## config.mk

```make
export PLATFORM = sky130hd
export DESIGN_NAME = frame_base_irq
export DESIGN_NICKNAME = d
export VERILOG_FILES = /design/src/rtl/fbi_pkg.sv /design/src/rtl/fbi_ctrl.sv /design/src/rtl/fbi_datapath.sv /design/src/rtl/frame_base_irq.sv
export SDC_FILE = /design/constraint.sdc
export NUM_CORES = 1
export LEC_CHECK = 0
export BUFFER_PORTS_ARGS = -buffer_cell sky130_fd_sc_hd__buf_4
export CAP_MARGIN = 20
export CORE_MARGIN = 4
export CORE_UTILIZATION = 40
export DETAILED_ROUTE_END_ITERATION = 6
export PLACE_DENSITY = 0.73
export SYNTH_ARGS = -nofsm -noshare
export SYNTH_HDL_FRONTEND = slang
export SYNTH_SLANG_ARGS = --single-unit
```

## constraint.sdc

```tcl
create_clock -name clk -period 2.23 [get_ports clk]
set_clock_uncertainty 0.1 [all_clocks]
set_input_delay 0.669 -clock clk [delete_from_list [all_inputs] [get_ports clk]]
set_output_delay 0.669 -clock clk [all_outputs]
set_load 0.02 [all_outputs]
```

## src/rtl/fbi_pkg.sv

```systemverilog
package fbi_pkg;
  localparam int DATA_W = 32;
  localparam int ADDR_W = 3;
  localparam int ALIGN_BITS = 2;
  localparam int UPD_BIT = 0;

  localparam logic [ADDR_W-1:0] A_PEND   = 3'd0;
  localparam logic [ADDR_W-1:0] A_ACTIVE = 3'd1;
  localparam logic [ADDR_W-1:0] A_ENABLE = 3'd2;
  localparam logic [ADDR_W-1:0] A_RAW    = 3'd3;
  localparam logic [ADDR_W-1:0] A_MASKED = 3'd4;
  localparam logic [ADDR_W-1:0] A_CLEAR  = 3'd5;

  typedef struct packed {
    logic wrBase;
    logic wrEnable;
    logic doClear;
    logic loadBase;
  } ctlStrobes_t;
endpackage

```

## src/rtl/fbi_ctrl.sv

```systemverilog
module fbi_ctrl
  import fbi_pkg::*;
(
  input  logic              clk,
  input  logic              rstN,
  input  logic              frameStart,
  input  logic              busWrite,
  input  logic [ADDR_W-1:0] busAddr,
  output ctlStrobes_t       st
);
  logic pendingFlag;

  always_comb begin
    st.wrBase   = busWrite && (busAddr == A_PEND);
    st.wrEnable = busWrite && (busAddr == A_ENABLE);
    st.doClear  = busWrite && (busAddr == A_CLEAR);
    st.loadBase = frameStart && pendingFlag;
  end

  always_ff @(posedge clk) begin
    if (!rstN) pendingFlag <= 1'b0;
    else       pendingFlag <= st.wrBase || (pendingFlag && !frameStart);
  end

  // nothing is loaded when no address is pending
  assert_no_load_idle_R4: assert property (@(posedge clk) disable iff (!rstN)
    (frameStart && !pendingFlag) |-> !st.loadBase);

  // a load happens only on a frame start
  assert_load_on_frame_R3: assert property (@(posedge clk) disable iff (!rstN)
    st.loadBase |-> frameStart);
endmodule

```

## src/rtl/fbi_datapath.sv

```systemverilog
module fbi_datapath
  import fbi_pkg::*;
(
  input  logic              clk,
  input  logic              rstN,
  input  ctlStrobes_t       st,
  input  logic [ADDR_W-1:0] busAddr,
  input  logic [DATA_W-1:0] busWdata,
  output logic [DATA_W-1:0] busRdata,
  output logic [DATA_W-1:0] activeBase,
  output logic              irq
);
  logic [DATA_W-1:0] pendingBase;
  logic              enUpd;
  logic              rawUpd;
  logic              rawNext;

  always_comb begin
    rawNext = rawUpd;
    if (st.doClear && busWdata[UPD_BIT]) rawNext = 1'b0;
    if (st.loadBase)                     rawNext = 1'b1;
  end

  always_ff @(posedge clk) begin
    if (!rstN) begin
      pendingBase <= '0;
      activeBase  <= '0;
      enUpd       <= 1'b0;
      rawUpd      <= 1'b0;
    end else begin
      if (st.wrBase)
        pendingBase <= {busWdata[DATA_W-1:ALIGN_BITS], {ALIGN_BITS{1'b0}}};
      if (st.loadBase)
        activeBase <= pendingBase;
      if (st.wrEnable)
        enUpd <= busWdata[UPD_BIT];
      rawUpd <= rawNext;
    end
  end

  assign irq = rawUpd && enUpd;

  always_comb begin
    busRdata = '0;
    case (busAddr)
      A_PEND:   busRdata = pendingBase;
      A_ACTIVE: busRdata = activeBase;
      A_ENABLE: busRdata[UPD_BIT] = enUpd;
      A_RAW:    busRdata[UPD_BIT] = rawUpd;
      A_MASKED: busRdata[UPD_BIT] = rawUpd && enUpd;
      default:  busRdata = '0;
    endcase
  end

  // the active base moves only on a load
  assert_active_stable_R2: assert property (@(posedge clk) disable iff (!rstN)
    !st.loadBase |=> $stable(activeBase));

  // a load leaves the status set, even with a clear in the same cycle
  assert_load_sets_status_R9: assert property (@(posedge clk) disable iff (!rstN)
    st.loadBase |=> rawUpd);

  // the status holds until a clear write carrying bit 0
  assert_status_holds_R10: assert property (@(posedge clk) disable iff (!rstN)
    (rawUpd && !(st.doClear && busWdata[UPD_BIT])) |=> rawUpd);

  // a disabled source never drives the interrupt
  assert_mask_blocks_R7: assert property (@(posedge clk) disable iff (!rstN)
    !enUpd |-> !irq);
endmodule

```

## src/rtl/frame_base_irq.sv

```systemverilog
module frame_base_irq
  import fbi_pkg::*;
(
  input  logic              clk,
  input  logic              rstN,
  input  logic              frameStart,
  input  logic              busWrite,
  input  logic [ADDR_W-1:0] busAddr,
  input  logic [DATA_W-1:0] busWdata,
  output logic [DATA_W-1:0] busRdata,
  output logic [DATA_W-1:0] activeBase,
  output logic              irq
);
  ctlStrobes_t st;

  fbi_ctrl u_ctrl (
    .clk(clk), .rstN(rstN), .frameStart(frameStart),
    .busWrite(busWrite), .busAddr(busAddr), .st(st)
  );

  fbi_datapath u_dp (
    .clk(clk), .rstN(rstN), .st(st), .busAddr(busAddr),
    .busWdata(busWdata), .busRdata(busRdata),
    .activeBase(activeBase), .irq(irq)
  );
endmodule

```

==> reports/metrics.cfg, run 1 <==
[setup_path]
cp-start-kind=input pin
critPathMaxStageDelay_ps=200
reg2reg_from=u_ctrl.pendingFlag
r2r_cells=4
crit_slowest_cell=nor3_4
critPathMaxFanout=7
regToRegEndpoint=u_dp.activeBase[11]
crit_type=in -> out
cp.arrival_ps=1540
rrSetupSlack_ps=820
cp_cell_sequence=buf_8, nor3_4, buf_6, buf_8, a22o_1, buf_6
critPathCaptureType=primary output
required_ps=1460

[synthesis]
synth_flop_cell=dfxtp_1
synth_most_common_cell=nand2_1
async_reset_ff_frac=0
yosysUniqueCellTypes=26
yosys.area.top_type_share=0.464
avgSynthCellArea_sq_um=8.28
synth_compound_area_frac=0.248
synthSimpleGateAreaFrac=0.219
synthTopCellsByCount=nand2_1 (92), dfxtp_1 (63), nand3_1 (31)
synthTopCellsByArea=dfxtp_1 (46%), nand2_1 (13%), a22o_1 (9.7%)
synthAdderAreaFrac=0
synthMuxAreaShare=0
synth_top_family_by_area=compound AO/OA/AOI/OAI gates
yosys_warnings=0
syn_area_sq_mm=0.00272
syn-instance-count=328
synth_area_leader_cell=dfxtp_1
synth_edf_count=0
synth-seq-cells=63
yosys.area_share.xor_xnor=0
yosysSeqAreaShare=0.464

[hold_path]
hold_end=u_dp.pendingBase[18]
hold_path.class=reg -> reg
hold_start=u_dp.pendingBase[18]
worstHoldPathCells=2

[pwr]
power_uw=2550
pwr_density_cell_mw_per_mm2=638
leakage_uw=0.00163
vdd_drop_max_v=0.000337

[layout]
diodes=0
nets=471
nFillCells=580
multiInputGateArea_sq_mm=0.00131
drive_gt1_frac=0.332
regArea_sq_mm=0.00126
syn2layout_area_growth_pct=46.8

[timing]
slew_viol_final=0
rsz0062_at_grt=yes
hold_violations=0
finalCriticalPeriod_ps=2310
fin_crit_sh=1.04
finalSetupViolations=30
final.setup.worst_slack_ps=-82.1
fmax_ghz=0.433

[placement]
dp_slack_ps=-149
hpwl_um=5180
place.port_buffers=99
place_congestion=0.705

[clocking]
clock_latency_ps=330
clk_pin_slew_worst_paths_ps=70
cts-buffers-inserted=9
clk_path_buf_depth=2
htreeDepth=3
cts_tree=yes
clock_sinks=63
hold_buffers=0
cts-root-buf=clkbuf_8

[routing]
via_per_inst=5.16
drt_iter0_drc=130
wl_met2_um=3930
vias=2652
detail-route-antenna-nets=0
met3WireLength_um=405
routed_wl_um=7710
m1WireLength_um=3210
wl_per_cell_um=15.0
highest_layer=met4
drc=0
firstDrtPassIters=4

[global_routing]
grt-ovfl-total=0
grt_util_all_layers=0.192
grt_pass1_wl_um=12800
antenna_found_initial=0
first_global_vias=2631
grt_max_degree=41

[floorplanning]
dieArea_sq_mm=0.00817
die_h_um=90.4
placementRows=29
core-area_sq_mm=0.00646
start_util=0.421
die_x_um=90.4
ios=104

[job]
cap_violations=0

[status]
violations=negative setup slack
status=finished, violations left

[worst max-delay path, delay by kind of cell]
family,cells,cell delay [ps]
buffers and inverters,4,500
and+or+nand+nor,1,200
AOI/OAI and AO/OA,1,160
[report_power, final]
part / internal (uW) / switching [uW]
Combinational: 97.2 / 93.4
Clock: 769 / 438
Sequential: 1140 / 10.3
[layout make-up]
class	count	share of cell area
Clock buffer	10	0.0345
Sequential cell	63	0.316
Tap cell	77	0.0242
Inverter	1	0.000941
Clock inverter	6	0.0270
Multi-Input combinational cell	233	0.329
Timing Repair Buffer	124	0.269
[state kept, by name (all words and copies together), names as in the netlist]
name and flops:
u_ctrl.pendingFlag 1, u_dp.activeBase 30, u_dp.enUpd 1, u_dp.pendingBase 30, u_dp.rawUpd 1
[through the flow]
stage	hold WS, ps	area, sq um	std cells	util	setup TNS, ps
floorplan	342	2730	330	-	-1490
global placement	356	3550	492	0.550	-2810
detailed placement	366	3550	492	0.550	-2850
CTS	375	3960	514	0.613	-1450
global route	400	3990	514	0.617	-3340
finish	377	3990	514	0.617	-2040
[logic make-up (layout without fill, tap and decap cells)]
kind of cell | Yosys count | in the layout
flops | 63 | 63
simple gates | 134 | 134
compound gates | 96 | 96
other cells | 1 | 3
buf+inv | 34 | 141
[what timing repair did]
| action | CTS | global route |
|---|---|---|
| gates resized for setup | 33 | 8 |
| endpoints found under the hold margin | 0 | 0 |
| endpoints found under the setup margin | 31 | 31 |
| pin swaps | 10 | 10 |
| setup buffers | 4 | 0 |
| gates cloned | 2 | 0 |
[layout by cell type, fill, tap and decap left out, drive strengths merged, types with 2 or more instances in the layout]
master and n:
buf 124, nand2 92, dfxtp 63, o21ai 33, nand3 31, a22o 30, a21boi 30, clkbuf 10
conb 3, bufinv 3, and2 2, clkinv 2, nor3b 2
[per-layer routing]
layer | track usage | up-vias
met2 | 0.345 | 77
li1 | - | 1330
met3 | 0.0475 | 12
met4 | 0.0867 | 0
met1 | 0.212 | 1233
met5 | 0 | -
[worst max-delay path by stage]
stage	start	endpoint	slack (ps)	cells past startpoint
after floorplan	busAddr[1]	busRdata[10]	-50	4
after global placement	busAddr[0]	busRdata[22]	-130	5
after detailed placement	busAddr[1]	busRdata[22]	-150	5
after CTS	busAddr[1]	busRdata[22]	-60	5
after global routing	busAddr[0]	busRdata[15]	-130	6
final	busAddr[0]	busRdata[18]	-80	6
No activity file was read; power rests on OpenSTA's default activity.
==> run 2, diff against run 1 <==
- PLACE_DENSITY: 0.73 -> 0.7
- SETUP_SLACK_MARGIN: default -> 0.02
- clock period: 2.23 -> 2.9 ns (I/O delays scaled with it)
==> run 2 against run 1 <==
The flow now finishes without violations. Final area is 6.6% lower. Worst hold slack lost 4.5 ps. Clock power down 29%. Setup slack gained 170 ps. Total power decreased by 27%. Via count fell by 3.6%. Non-clock buffer count decreased by 14.
==> reports/metrics.cfg, run 2 (same netlist as run 1, synthesis figures left out) <==
[status]
status=finished clean

[clocking]
clock_latency_ps=320  ; about the same
postCtsSetupRepairBufs=0  ; -4
clk_pin_slew_worst_paths_ps=70  ; about the same
clk_path_buf_depth=2  ; unchanged
cts_resized=0  ; -100%
htreeDepth=3  ; unchanged
clock_sinks=63  ; unchanged
cts_tree=yes
hold_buffers=0  ; unchanged
cts-root-buf=clkbuf_8
cts-buffers-inserted=9  ; unchanged

[layout]
layout_common_cells=buf_4 (108), nand2_1 (92), dfxtp_1 (63)
syn2layout_area_growth_pct=37.1
nets=457  ; -3.0%
drive_gt1_frac=0.305  ; -0.0268
instances_no_fill=500  ; -2.7%
final_common_cell=buf_4
diodes=0  ; unchanged
reg_top3=u_dp.activeBase x30, u_dp.pendingBase x30
fin_area_sq_mm=0.00372  ; -6.6%
nFillCells=609  ; +5.0%

[setup_path]
cp.arrival_ps=1840  ; +300 ps
required_ps=1930  ; +470 ps
critPathMaxFanout=14  ; +7
rrSetupSlack_ps=1440  ; +620 ps
critPathCaptureType=primary output
crit_type=in -> out
cp-start-kind=input pin

[global_routing]
antenna_found_initial=0  ; unchanged
first_global_vias=2491  ; -5.3%
grt_pass1_wl_um=12000  ; -6.2%
grt_max_degree=60  ; +46%
grt_util_all_layers=0.175  ; -0.0167
grt-ovfl-total=0  ; unchanged

[floorplanning]
start_util=0.421  ; unchanged
core-area_sq_mm=0.00646  ; unchanged
die_h_um=90.4  ; unchanged
dieArea_sq_mm=0.00817  ; unchanged
die_x_um=90.4  ; unchanged
placementRows=29  ; unchanged
ios=104  ; unchanged

[timing]
hold_violations=0  ; unchanged
slew_viol_final=0  ; unchanged
final.setup.worst_slack_ps=88.2  ; +170 ps
rsz0062_at_grt=yes
fmax_ghz=0.356
worst_slew_pin_slew_ps=532
finalSetupViolations=0  ; -100%
tns_ps=0  ; +2040 ps
fin_crit_sh=0.970
finalCriticalPeriod_ps=2810
slew-limit-headroom=0.646

[pwr]
leakage_uw=0.00151  ; -7.1%
power_uw=1870  ; -27%
vdd_drop_max_v=0.000247  ; -27%
pwr_density_cell_mw_per_mm2=501  ; -21%

[job]
cap_violations=0  ; unchanged

[hold_path]
hold_path.class=reg -> reg

[routing]
via_per_inst=5.11  ; -0.88%
vias=2557  ; -3.6%
routed_wl_um=7150  ; -7.2%
drt_iter0_drc=86  ; -34%
detail-route-antenna-nets=0  ; unchanged
wl_per_cell_um=14.3  ; -4.6%
firstDrtPassIters=4  ; unchanged
drc=0  ; unchanged

[placement]
placedCellCount=484  ; -1.6%
hpwl_um=4920  ; -4.9%
dp_slack_ps=91.6  ; +240 ps
place.port_buffers=99  ; unchanged
place_congestion=0.770  ; +9.2%
postPlaceCellArea_sq_mm=0.00349  ; -1.7%

[run 2: worst max-delay path, cell delays in order]
cell and delay (ps):
buf_4 150, nor3_2 240, buf_4 260, a22o_1 180
buf_4 140
[run 2: final timing paths]
kind                   startpoint                    to  depth (start not counted)
min reg2reg  u_dp.pendingBase[18]  u_dp.pendingBase[18]                          2
max                    busAddr[0]          busRdata[31]                          5
min          u_dp.pendingBase[18]  u_dp.pendingBase[18]                          2
max reg2reg    u_ctrl.pendingFlag   u_dp.activeBase[13]                          4
[run 2: through the flow]
step | hold slack, ps | utilization
5_1_grt | 390 | 0.577
4_1_cts | 369 | 0.576
2_1_floorplan | 342 | -
6_report | 373 | 0.577
3_3_place_gp | 352 | 0.540
3_5_place_dp | 359 | 0.540
[run 2: metal layers]
layer,part of all wire,track usage,wire length [um]
met2,0.47,0.292,3390
met3,0.078,0.0600,556
met5,0,0,0
met1,0.44,0.211,3150
met4,0.0080,0.0574,57
[run 2: final cells by class]
cell class              count  area, sq um  area share
clock buffers              11          151      0.0406
well taps                  77         96.3      0.0259
flip-flops and latches     63         1260       0.339
clock inverters             5         80.1      0.0215
repair buffers            110          842       0.226
inverters                   1         3.75     0.00101
multi-input cells         233         1290       0.346
[run 2: where the power goes]
part / internal [uW] / switching, uW / total (uW) / leakage [uW]
combinational: 56.5 / 65.7 / 122 / 0.000893
clock: 529 / 333 / 862 / 0.000112
sequential: 875 / 7.63 / 883 / 0.000509
==> run 3, diff against run 2 <==
- RECOVER_POWER: default -> 25
==> run 3 against run 2 <==
Register-to-register slack is essentially flat. Non-clock buffer count is the same. Sequential cell count is the same. Die area is the same. Highest routed layer unchanged. Fmax is essentially flat. Critical path type unchanged. Combinational power is essentially flat. Cell count is the same. Sequential share of layout area grew 0.091 points.
==> reports/metrics.cfg, run 3 (same netlist as run 1, synthesis figures left out) <==
[floorplanning]
ios=104  ; unchanged
die_x_um=90.4  ; unchanged
die_h_um=90.4  ; unchanged
start_util=0.421  ; unchanged
placementRows=29  ; unchanged
dieArea_sq_mm=0.00817  ; unchanged
core-area_sq_mm=0.00646  ; unchanged

[hold_path]
hold_end=u_dp.pendingBase[18]
hold_path.class=reg -> reg
hold_start=u_dp.pendingBase[18]
worstHoldPathCells=2  ; unchanged

[setup_path]
rrSetupSlack_ps=1440  ; about the same
critPathCaptureType=primary output
cp-start-kind=input pin
reg2reg_from=u_ctrl.pendingFlag
critPathMaxFanout=14  ; unchanged
r2r_cells=4  ; unchanged
required_ps=1930  ; about the same
startpoint=busAddr[0]
regToRegEndpoint=u_dp.activeBase[13]
crit_type=in -> out
cp.arrival_ps=1840  ; about the same

[layout]
nets=457  ; unchanged
instances_no_fill=500  ; unchanged
diodes=0  ; unchanged
multiInputGateArea_sq_mm=0.00129  ; unchanged
final_common_cell=buf_4
layout_common_cells=buf_4 (105), nand2_1 (92), dfxtp_1 (63)
syn2layout_area_growth_pct=36.8
regArea_sq_mm=0.00126  ; unchanged
reg_top3=u_dp.activeBase x30, u_dp.pendingBase x30
drive_gt1_frac=0.300  ; -0.00473
nFillCells=610  ; +0.16%

[clocking]
clk_pin_slew_worst_paths_ps=70  ; about the same
cts-root-buf=clkbuf_8
hold_buffers=0  ; unchanged
cts_tree=yes
cts-buffers-inserted=9  ; unchanged
clock_latency_ps=320  ; about the same
postCtsSetupRepairBufs=0  ; unchanged
clock_sinks=63  ; unchanged
clk_path_buf_depth=2  ; unchanged
htreeDepth=3  ; unchanged
cts_resized=0  ; unchanged

[routing]
vias=2560  ; +0.12%
via_per_inst=5.12  ; +0.12%
routed_wl_um=7110  ; -0.57%
wl_per_cell_um=14.2  ; -0.57%
drt_iter0_drc=79  ; -8.1%
detail-route-antenna-nets=0  ; unchanged
drc=0  ; unchanged
firstDrtPassIters=4  ; unchanged

[global_routing]
antenna_found_initial=0  ; unchanged
first_global_vias=2491  ; unchanged
grt_pass1_wl_um=12000  ; unchanged
grt_util_all_layers=0.175  ; unchanged
grt-ovfl-total=0  ; unchanged
grt_max_degree=60  ; unchanged

[pwr]
switchingPower_uw=404  ; -0.52%
leakage_uw=0.00151  ; -0.52%
clock_power_share=0.462  ; about the same
seq_power_share=0.474  ; about the same
pwr_density_cell_mw_per_mm2=502  ; about the same
power_uw=1860  ; -0.18%
sw_frac_of_total=0.217  ; -0.000753
p_int_uw=1460  ; about the same
vdd_drop_max_v=0.000247  ; +0.17%
combPwrFrac=0.065  ; about the same

[timing]
slew_viol_final=0  ; unchanged
rsz0062_at_grt=yes
hold_ws_ps=373  ; -0.0970 ps
slew-limit-headroom=0.321  ; -0.325
hold_violations=0  ; unchanged
tns_ps=0  ; unchanged
worst_slew_pin_slew_ps=1020  ; +488 ps
fin_crit_sh=0.969  ; about the same
finalCriticalPeriod_ps=2810  ; -0.414 ps
finalSetupViolations=0  ; unchanged
fmax_ghz=0.356  ; about the same

[placement]
place_congestion=0.770  ; unchanged
hpwl_um=4920  ; unchanged
place.port_buffers=99  ; unchanged
placedCellCount=484  ; unchanged

[status]
status=finished clean

[job]
cap_violations=0  ; unchanged

## run 3: cell type report
| type | instances | share of cell area |
|---|---|---|
| inverter | 1 | 0.00101 |
| clock buffer | 11 | 0.0408 |
| sequential | 63 | 0.340 |
| clock inverter | 5 | 0.0216 |
| multi-input combinational | 233 | 0.347 |
| timing repair buffer | 110 | 0.224 |
| tap | 77 | 0.0259 |
## run 3: how the worst max path moves through the flow
| stage | to | slack, ps |
|---|---|---|
| 2_1_floorplan | busRdata[10] | 120 |
| 3_3_place_gp | busRdata[14] | 130 |
| 3_5_place_dp | busRdata[14] | 90 |
| 4_1_cts | busRdata[14] | 90 |
| 5_1_grt | busRdata[22] | -10 |
| 6_report | busRdata[31] | 90 |
## run 3: worst max-delay path: stages
cell	delay, ps
buf_4	150
nor3_2	240
buf_4	260
a22o_1	180
buf_4	140
## run 3: power groups by stage
| stage | registers (uW) | logic, uW | clock network (uW) |
|---|---|---|---|
| floorplan | 901 | 65.2 | 0 |
| global placement | 902 | 120 | 0 |
| detailed placement | 902 | 122 | 0 |
| CTS | 883 | 123 | 883 |
| global route | 884 | 132 | 914 |
| finish | 883 | 121 | 860 |
## run 3: stage by stage
step                 util  worst slack [ps]  area, sq um
CTS                 0.576              90.0         3720
finish              0.575              88.6         3710
global route        0.575             -12.4         3710
detailed placement  0.540              91.6         3490
floorplan               -               121         2720
global placement    0.540               126         3490
## run 3: metal layers
metal  share of wire  wire, um  global-route usage  vias to the layer above
met5               0         0                   0                        -
met3           0.074       528              0.0600                        7
met1            0.44      3140               0.211                     1173
li1                -         -                   -                     1305
met4          0.0080        57              0.0574                        0
met2            0.48      3390               0.292                       75
